<file path="src/rtl/ptp_rw_pkg.sv">
// Shared types and arithmetic for the one-step field rewriter.
// Assumes 16-bit one's-complement words as used by the UDP checksum.
package ptp_rw_pkg;

    // Per-frame edit selection captured with the first word.
    typedef struct packed {
        logic ins;    // overwrite timestamp field
        logic cor;    // accumulate into correction field
        logic asym;   // include asymmetry delay
        logic zero;   // clear the checksum
        logic fix;    // rewrite pad bytes to keep the sum
    } rw_mode_t;

    // One's-complement 16-bit addition with end-around carry.
    function automatic logic [15:0] oc_add16(input logic [15:0] a, input logic [15:0] b);
        logic [16:0] s;
        s = {1'b0, a} + {1'b0, b};
        return s[15:0] + {15'd0, s[16]};
    endfunction

endpackage

</file>
<file path="src/rtl/ptp_rw_field_grab.sv">
// Collects the original bytes of an edited field while the frame enters.
// Assumes the field lies inside the frame; bytes may come from two words.
module ptp_rw_field_grab #(
    parameter int BYTES   = 8,
    parameter int OFF_W   = 16,
    parameter int FIELD_B = 8,
    localparam int LANE_W = $clog2(BYTES),
    localparam int WIDX_W = OFF_W - LANE_W,
    localparam int FB_W   = $clog2(FIELD_B)
) (
    input  logic                 clk,
    input  logic                 rst_n,
    input  logic                 valid,
    input  logic [WIDX_W-1:0]    widx,
    input  logic [8*BYTES-1:0]   data,
    input  logic [OFF_W-1:0]     off,
    output logic [8*FIELD_B-1:0] field_q
);
    logic [OFF_W-1:0] rel [BYTES];

    // Distance of each lane's byte from the field start.
    always_comb begin
        for (int b = 0; b < BYTES; b++)
            rel[b] = {widx, LANE_W'(b)} - off;
    end

    // Store any byte that falls inside the field.
    always_ff @(posedge clk) begin
        if (!rst_n) begin
            field_q <= '0;
        end else if (valid) begin
            for (int b = 0; b < BYTES; b++)
                if (rel[b] < OFF_W'(FIELD_B))
                    field_q[8*(FIELD_B-1-int'(rel[b][FB_W-1:0])) +: 8] <= data[8*(BYTES-1-b) +: 8];
        end
    end
endmodule

</file>
<file path="src/rtl/ptp_rw_calc.sv">
// Computes the replacement field and the compensating pad word.
// Assumes the field is 16-bit aligned relative to the pad and checksum.
module ptp_rw_calc
    import ptp_rw_pkg::*;
#(
    parameter int TIME_W = 64
) (
    input  rw_mode_t            mode,
    input  logic [TIME_W-1:0]   old_field,
    input  logic [TIME_W-1:0]   exit_t,
    input  logic [TIME_W-1:0]   ingr_t,
    input  logic [TIME_W-1:0]   asym_val,
    input  logic [15:0]         pad_old,
    output logic [TIME_W-1:0]   new_field,
    output logic [15:0]         pad_new
);
    localparam int NWORD = TIME_W / 16;

    logic [TIME_W-1:0] asym_term;
    logic [15:0]       adj;

    // New field value for the selected mode.
    always_comb begin
        asym_term = mode.asym ? asym_val : '0;
        new_field = mode.ins ? exit_t : old_field + (exit_t - ingr_t) + asym_term;
    end

    // Pad delta: add old words, subtract new words in one's complement.
    always_comb begin
        adj = '0;
        for (int i = 0; i < NWORD; i++) begin
            adj = oc_add16(adj, old_field[16*i +: 16]);
            adj = oc_add16(adj, ~new_field[16*i +: 16]);
        end
        pad_new = oc_add16(pad_old, adj);
    end
endmodule

</file>
<file path="src/rtl/ptp_rw_lane_edit.sv">
// Picks the outgoing value of one byte lane from field, checksum or pad.
// Assumes field, checksum and pad regions do not overlap.
module ptp_rw_lane_edit #(
    parameter int OFF_W   = 16,
    parameter int FIELD_B = 8,
    localparam int FB_W   = $clog2(FIELD_B)
) (
    input  logic [OFF_W-1:0]     pos,
    input  logic [7:0]           byte_in,
    input  logic                 edit_en,
    input  logic [OFF_W-1:0]     foff,
    input  logic [8*FIELD_B-1:0] new_field,
    input  logic                 zero_en,
    input  logic [OFF_W-1:0]     coff,
    input  logic                 fix_en,
    input  logic [OFF_W-1:0]     poff,
    input  logic [15:0]          pad_new,
    output logic [7:0]           byte_out
);
    logic [OFF_W-1:0] rf, rc, rp;

    // Priority select among the three edit regions.
    always_comb begin
        rf = pos - foff;
        rc = pos - coff;
        rp = pos - poff;
        byte_out = byte_in;
        if (edit_en && rf < OFF_W'(FIELD_B))
            byte_out = 8'(new_field >> (8*(FIELD_B-1-int'(rf[FB_W-1:0]))));
        else if (zero_en && rc < OFF_W'(2))
            byte_out = 8'h00;
        else if (fix_en && rp < OFF_W'(2))
            byte_out = rp[0] ? pad_new[7:0] : pad_new[15:8];
    end
endmodule

</file>
<file path="src/rtl/ptp_field_rewriter.sv">
// One-step PTP field rewriter: timestamp insertion or correction update,
// with checksum zeroing or pad compensation, on an 8-byte stream.
// Assumes valid stays high within a frame and two idle cycles between frames.
module ptp_field_rewriter
    import ptp_rw_pkg::*;
#(
    parameter int DATA_BYTES = 8,
    parameter int OFF_W      = 16,
    parameter int TIME_W     = 64
) (
    input  logic                    clk,
    input  logic                    rst_n,
    input  logic                    in_valid,
    input  logic                    in_sop,
    input  logic                    in_eop,
    input  logic [8*DATA_BYTES-1:0] in_data,
    input  logic                    ctl_ts_insert,
    input  logic                    ctl_cf_update,
    input  logic                    ctl_asym_add,
    input  logic                    ctl_csum_zero,
    input  logic                    ctl_csum_fix,
    input  logic [OFF_W-1:0]        off_ts,
    input  logic [OFF_W-1:0]        off_cf,
    input  logic [OFF_W-1:0]        off_csum,
    input  logic [OFF_W-1:0]        off_pad,
    input  logic [TIME_W-1:0]       ingress_time,
    input  logic [TIME_W-1:0]       exit_time,
    input  logic [TIME_W-1:0]       asym_delay,
    output logic                    out_valid,
    output logic                    out_sop,
    output logic                    out_eop,
    output logic [8*DATA_BYTES-1:0] out_data
);
    localparam int DATA_W  = 8 * DATA_BYTES;
    localparam int LANE_W  = $clog2(DATA_BYTES);
    localparam int WIDX_W  = OFF_W - LANE_W;
    localparam int FIELD_B = TIME_W / 8;

    rw_mode_t          mode_q;
    logic [OFF_W-1:0]  foff_q, coff_q, poff_q, grab_off;
    logic [TIME_W-1:0] exit_q, ingr_q, asym_q;
    logic [WIDX_W-1:0] in_cnt, in_widx, p1_widx, p2_widx;
    logic              p1_valid, p1_sop, p1_eop, p2_valid, p2_sop, p2_eop;
    logic [DATA_W-1:0] p1_data, p2_data, edited;
    logic [TIME_W-1:0] old_field, new_field;
    logic [15:0]       pad_old, pad_new;

    assign in_widx  = in_sop ? '0 : in_cnt;
    assign grab_off = in_sop ? (ctl_ts_insert ? off_ts : off_cf) : foff_q;

    // Word counter for byte positions within the incoming frame.
    always_ff @(posedge clk) begin
        if (!rst_n)        in_cnt <= '0;
        else if (in_valid) in_cnt <= in_widx + 1'b1;
    end

    // Per-frame context captured with the first word.
    always_ff @(posedge clk) begin
        if (!rst_n) begin
            mode_q <= '0;
            foff_q <= '0; coff_q <= '0; poff_q <= '0;
            exit_q <= '0; ingr_q <= '0; asym_q <= '0;
        end else if (in_valid && in_sop) begin
            mode_q <= '{ins: ctl_ts_insert, cor: ctl_cf_update, asym: ctl_asym_add,
                        zero: ctl_csum_zero, fix: ctl_csum_fix};
            foff_q <= grab_off;
            coff_q <= off_csum;
            poff_q <= off_pad;
            exit_q <= exit_time;
            ingr_q <= ingress_time;
            asym_q <= asym_delay;
        end
    end

    // Two-stage delay so a straddling field is complete before editing.
    always_ff @(posedge clk) begin
        if (!rst_n) begin
            {p1_valid, p1_sop, p1_eop, p2_valid, p2_sop, p2_eop} <= '0;
            p1_data <= '0; p2_data <= '0; p1_widx <= '0; p2_widx <= '0;
        end else begin
            {p1_valid, p1_sop, p1_eop} <= {in_valid, in_valid & in_sop, in_valid & in_eop};
            p1_data <= in_data;
            p1_widx <= in_widx;
            {p2_valid, p2_sop, p2_eop} <= {p1_valid, p1_sop, p1_eop};
            p2_data <= p1_data;
            p2_widx <= p1_widx;
        end
    end

    ptp_rw_field_grab #(.BYTES(DATA_BYTES), .OFF_W(OFF_W), .FIELD_B(FIELD_B)) u_grab (
        .clk(clk), .rst_n(rst_n), .valid(in_valid), .widx(in_widx),
        .data(in_data), .off(grab_off), .field_q(old_field)
    );

    // Original pad word taken from the word now being edited.
    always_comb begin
        pad_old = '0;
        for (int l = 0; l < DATA_BYTES - 1; l++)
            if (poff_q[LANE_W-1:0] == LANE_W'(l))
                pad_old = {p2_data[8*(DATA_BYTES-1-l) +: 8], p2_data[8*(DATA_BYTES-2-l) +: 8]};
    end

    ptp_rw_calc #(.TIME_W(TIME_W)) u_calc (
        .mode(mode_q), .old_field(old_field), .exit_t(exit_q), .ingr_t(ingr_q),
        .asym_val(asym_q), .pad_old(pad_old), .new_field(new_field), .pad_new(pad_new)
    );

    for (genvar l = 0; l < DATA_BYTES; l++) begin : g_lane
        ptp_rw_lane_edit #(.OFF_W(OFF_W), .FIELD_B(FIELD_B)) u_lane (
            .pos({p2_widx, LANE_W'(l)}),
            .byte_in(p2_data[8*(DATA_BYTES-1-l) +: 8]),
            .edit_en(mode_q.ins | mode_q.cor), .foff(foff_q), .new_field(new_field),
            .zero_en(mode_q.zero), .coff(coff_q),
            .fix_en(mode_q.fix & (mode_q.ins | mode_q.cor)), .poff(poff_q), .pad_new(pad_new),
            .byte_out(edited[8*(DATA_BYTES-1-l) +: 8])
        );
    end

    // Output register stage.
    always_ff @(posedge clk) begin
        if (!rst_n) begin
            {out_valid, out_sop, out_eop} <= '0;
            out_data <= '0;
        end else begin
            {out_valid, out_sop, out_eop} <= {p2_valid, p2_sop, p2_eop};
            out_data <= edited;
        end
    end
endmodule

</file>
<file path="config.mk">
export PLATFORM = sky130hd
export DESIGN_NAME = ptp_field_rewriter
export DESIGN_NICKNAME = d
export VERILOG_FILES = /design/src/rtl/ptp_rw_pkg.sv /design/src/rtl/ptp_rw_field_grab.sv /design/src/rtl/ptp_rw_calc.sv /design/src/rtl/ptp_rw_lane_edit.sv /design/src/rtl/ptp_field_rewriter.sv
export SDC_FILE = /design/constraint.sdc
export NUM_CORES = 2
export LEC_CHECK = 0
export BUFFER_PORTS_ARGS = -buffer_cell sky130_fd_sc_hd__buf_2
export CORE_UTILIZATION = 25
export CTS_CLUSTER_SIZE = 30
export DETAILED_ROUTE_END_ITERATION = 16
export GPL_TIMING_DRIVEN = 0
export PLACE_DENSITY = 0.41
export SYNTH_ARGS = -nofsm -noshare
export SYNTH_HDL_FRONTEND = slang
export SYNTH_HIERARCHICAL = 1
export SYNTH_SLANG_ARGS = --single-unit
export TNS_END_PERCENT = 100
</file>
<file path="constraint.sdc">
create_clock -name clk -period 29.5 [get_ports clk]
set_input_delay 5.9 -clock clk [delete_from_list [all_inputs] [get_ports clk]]
set_output_delay 5.9 -clock clk [all_outputs]
set_load 0.05 [all_outputs]
</file>
==> results.json <==
{
  "status": "finished with violations",
  "violations": "max-capacitance violations, max-slew violations",
  "finalSetupViolations": 0,
  "routed_wl_um": 401000,
  "gp_congestion": 0.993,
  "grt_max_degree": 20,
  "max_freq_ghz": 0.0356,
  "dieArea_um2": 299000,
  "max_stage_delay_ns": 0.54,
  "slew_headroom_pct": -0.625,
  "drive_gt1_share_pct": 12.1,
  "grt_pass1_vias": 75000,
  "slew_violations": 10,
  "core_area_um2": 295000,
  "hold_end": "p2_data[6]",
  "cp-start-kind": "flop",
  "synth_common_cells": "nand2_1, inv_1, a21oi_1, ha_1, dfxtp_1",
  "antenna_found_initial": 37,
  "synth_area_leaders": "dfxtp_1, ha_1, nand2_1, inv_1, fa_1",
  "tightestPinTransition_ns": 1.51,
  "dr.pass1.iters": 6,
  "synth_top_area_share_pct": 14.8,
  "area_delta_synth_final_pct": 14.2,
  "rows": 199,
  "synth_edf_count": 0,
  "route.detailed.drc": 0,
  "dp_hpwl_um": 321000,
  "reg2reg_to": "out_data[62]",
  "vias": 78600,
  "ant_nets": 0,
  "whs_path_depth": 1,
  "cts_root_buf": "clkbuf_16",
  "synth.distinct_cells": 139,
  "drt-initial-drc-count": 7707,
  "cts_tree": "built",
  "finalCriticalPeriod_ns": 28.07,
  "synth_top_cell_by_area": "dfxtp_1",
  "required_ns": 30.17,
  "yosysMostFrequentCell": "nand2_1",
  "dieWidth_um": 547,
  "finClkSkew_ns": 0.130,
  "reg2reg_depth": 132,
  "ys_ff_latch": 549,
  "wire_per_inst_um": 28.1,
  "cp_max_fo": 8,
  "worst_setup_path_end_kind": "flop",
  "arrival_ns": 28.74,
  "viasPerCell": 5.51,
  "hp-class": "flop to flop",
  "slowest_stage": "fa_1",
  "clockBufferDepth": 4,
  "grt_pass1_wl_um": 557000,
  "gr-total-overflow": 0,
  "clkLatencyLatePin_ns": 0.83,
  "cts_buffers": 79,
  "netlist_area_um2": 74200,
  "crit_top_cell": "ha_1",
  "syn_area_per_cell_um2": 7.68,
  "rr_startpoint": "u_grab/field_q[1]",
  "io_pins": 397,
  "hold_viol": 0,
  "crit_family": "compound AO/OA/AOI/OAI gates",
  "hold_buffers": 0,
  "maxCapViolations": 1,
  "portBuffers": 395,
  "path_clk_slew_ns": 0.06,
  "cts_max_level": 3,
  "synthFlopType": "dfxtp_1",
  "ys_seq_area_share_pct": 14.8,
  "r2r_setup_slack_ns": 1.43,
  "fin_crit_sh_pct": 95.2,
  "nNetsFinal": 11300,
  "cts.sinks": 549,
  "start_util_pct": 25.2,
  "yosys_warnings": 6,
  "worst-path-buf-inv": 5,
  "grt_usage_pct": 25.7,
  "dieHeight_um": 547,
  "final_util_pct": 28.8,
  "holdCritStartpoint": "p1_data[6]",
  "async_reset_ff_share_pct": 0,
  "worstSetupPathType": "flop to flop",
  "syn_inst": 9662
}
logic make-up (layout without fill, tap and decap cells):
| logic type | after synthesis | count (layout) | synth area share, % |
|---|---|---|---|
| AND/OR/NAND/NOR | 3299 | 3299 | 23.2 |
| AO/OA/AOI/OAI | 2703 | 2703 | 25.1 |
| buffers and inverters | 1359 | 1917 | 7.32 |
| adder cells (fa/ha/maj) | 762 | 762 | 14.5 |
| flip-flops | 549 | 549 | 14.8 |
| multiplexers | 534 | 534 | 9.59 |
| XOR/XNOR | 454 | 454 | 5.47 |
| other | 2 | 108 | 0.0101 |
placed cells by master (no fill, tap or decap), drive strengths merged, types with 103 or more instances in the layout:
master	instances
xnor2	265
mux4	128
a211oi	134
buf	620
mux2	141
mux2i	265
a21oi	625
xor2	184
a21boi	263
nand2	1028
ha	600
a21o	181
o22ai	103
nor3	172
dfxtp	549
nor2	520
nor2b	160
fa	160
o21ai	461
inv	889
nand4	141
and2	363
nand3	272
clkbuf	376
repair_timing:
item	CTS	global route
endpoints found under the setup margin	64	64
gates resized for setup	7	47
buffers inserted	0	8
pin swaps	0	7
worst max-delay path by stage:
stage | start | to | slack [ns] | cells past startpoint
floorplan | u_grab/field_q[1] | out_data[14] | 4.77 | 132
CTS | mode_q[4] | out_data[54] | 0.03 | 123
global route | u_grab/field_q[1] | out_data[14] | -0.04 | 135
finish | u_grab/field_q[1] | out_data[62] | 1.43 | 132
global placement | mode_q[2] | out_data[6] | -0.72 | 131
detailed placement | mode_q[2] | out_data[6] | -0.83 | 130
per-stage QoR:
step | instances | setup slack [ns] | instance area (um^2) | hold WS [ns] | TNS [ns]
after floorplan | 9740 | 4.77 | 74500 | 0.412 | 0
after global placement | 14100 | -0.719 | 81400 | 0.416 | -14.04
after global routing | 14200 | -0.0366 | 84700 | 0.436 | -0.0840
after CTS | 14200 | 0.0288 | 84400 | 0.403 | 0
final | 14200 | 1.43 | 84800 | 0.410 | 0
after detailed placement | 14100 | -0.834 | 81900 | 0.419 | -18.31
sequential cells by signal, indices dropped and copies added (netlist names), 16 cells and up:
register and count:
asym_q 64, coff_q 16, exit_q 64, foff_q 16
ingr_q 64, out_data 64, p1_data 64, p2_data 64
poff_q 16, u_grab/field_q 64
final cells by class:
class                   count  area (um^2)
well taps                3919         4900
repair buffers            428         2420
inverters                 887         3330
diodes                     28         70.1
plain buffers             470         2110
clock buffers             100         2180
multi-input cells        7832        58400
clock inverters            32          322
fillers                 32200       210000
flip-flops and latches    549        11000
per-layer routing:
layer | track usage [%] | up-vias | wire length [um]
met1 | 34.3 | 38400 | 177000
met5 | 0 | - | 25
li1 | - | 36000 | -
met2 | 40.6 | 3407 | 177000
met4 | 12.2 | 4 | 20800
met3 | 3.65 | 730 | 26600
worst register-to-register path: cells and delay by family (launching register included):
kind | cells | cell delay, ns
multiplexers | 2 | 0.70
XOR/XNOR | 8 | 1.60
buffers and inverters | 5 | 0.33
AND/OR/NAND/NOR | 35 | 6.58
adder cells (fa/ha/maj) | 28 | 8.04
flip-flops | 1 | 0.38
AO/OA/AOI/OAI | 54 | 10.31
Power is not shown: default switching activity piles up to over one toggle a cycle in this logic, so the estimate is an artifact.
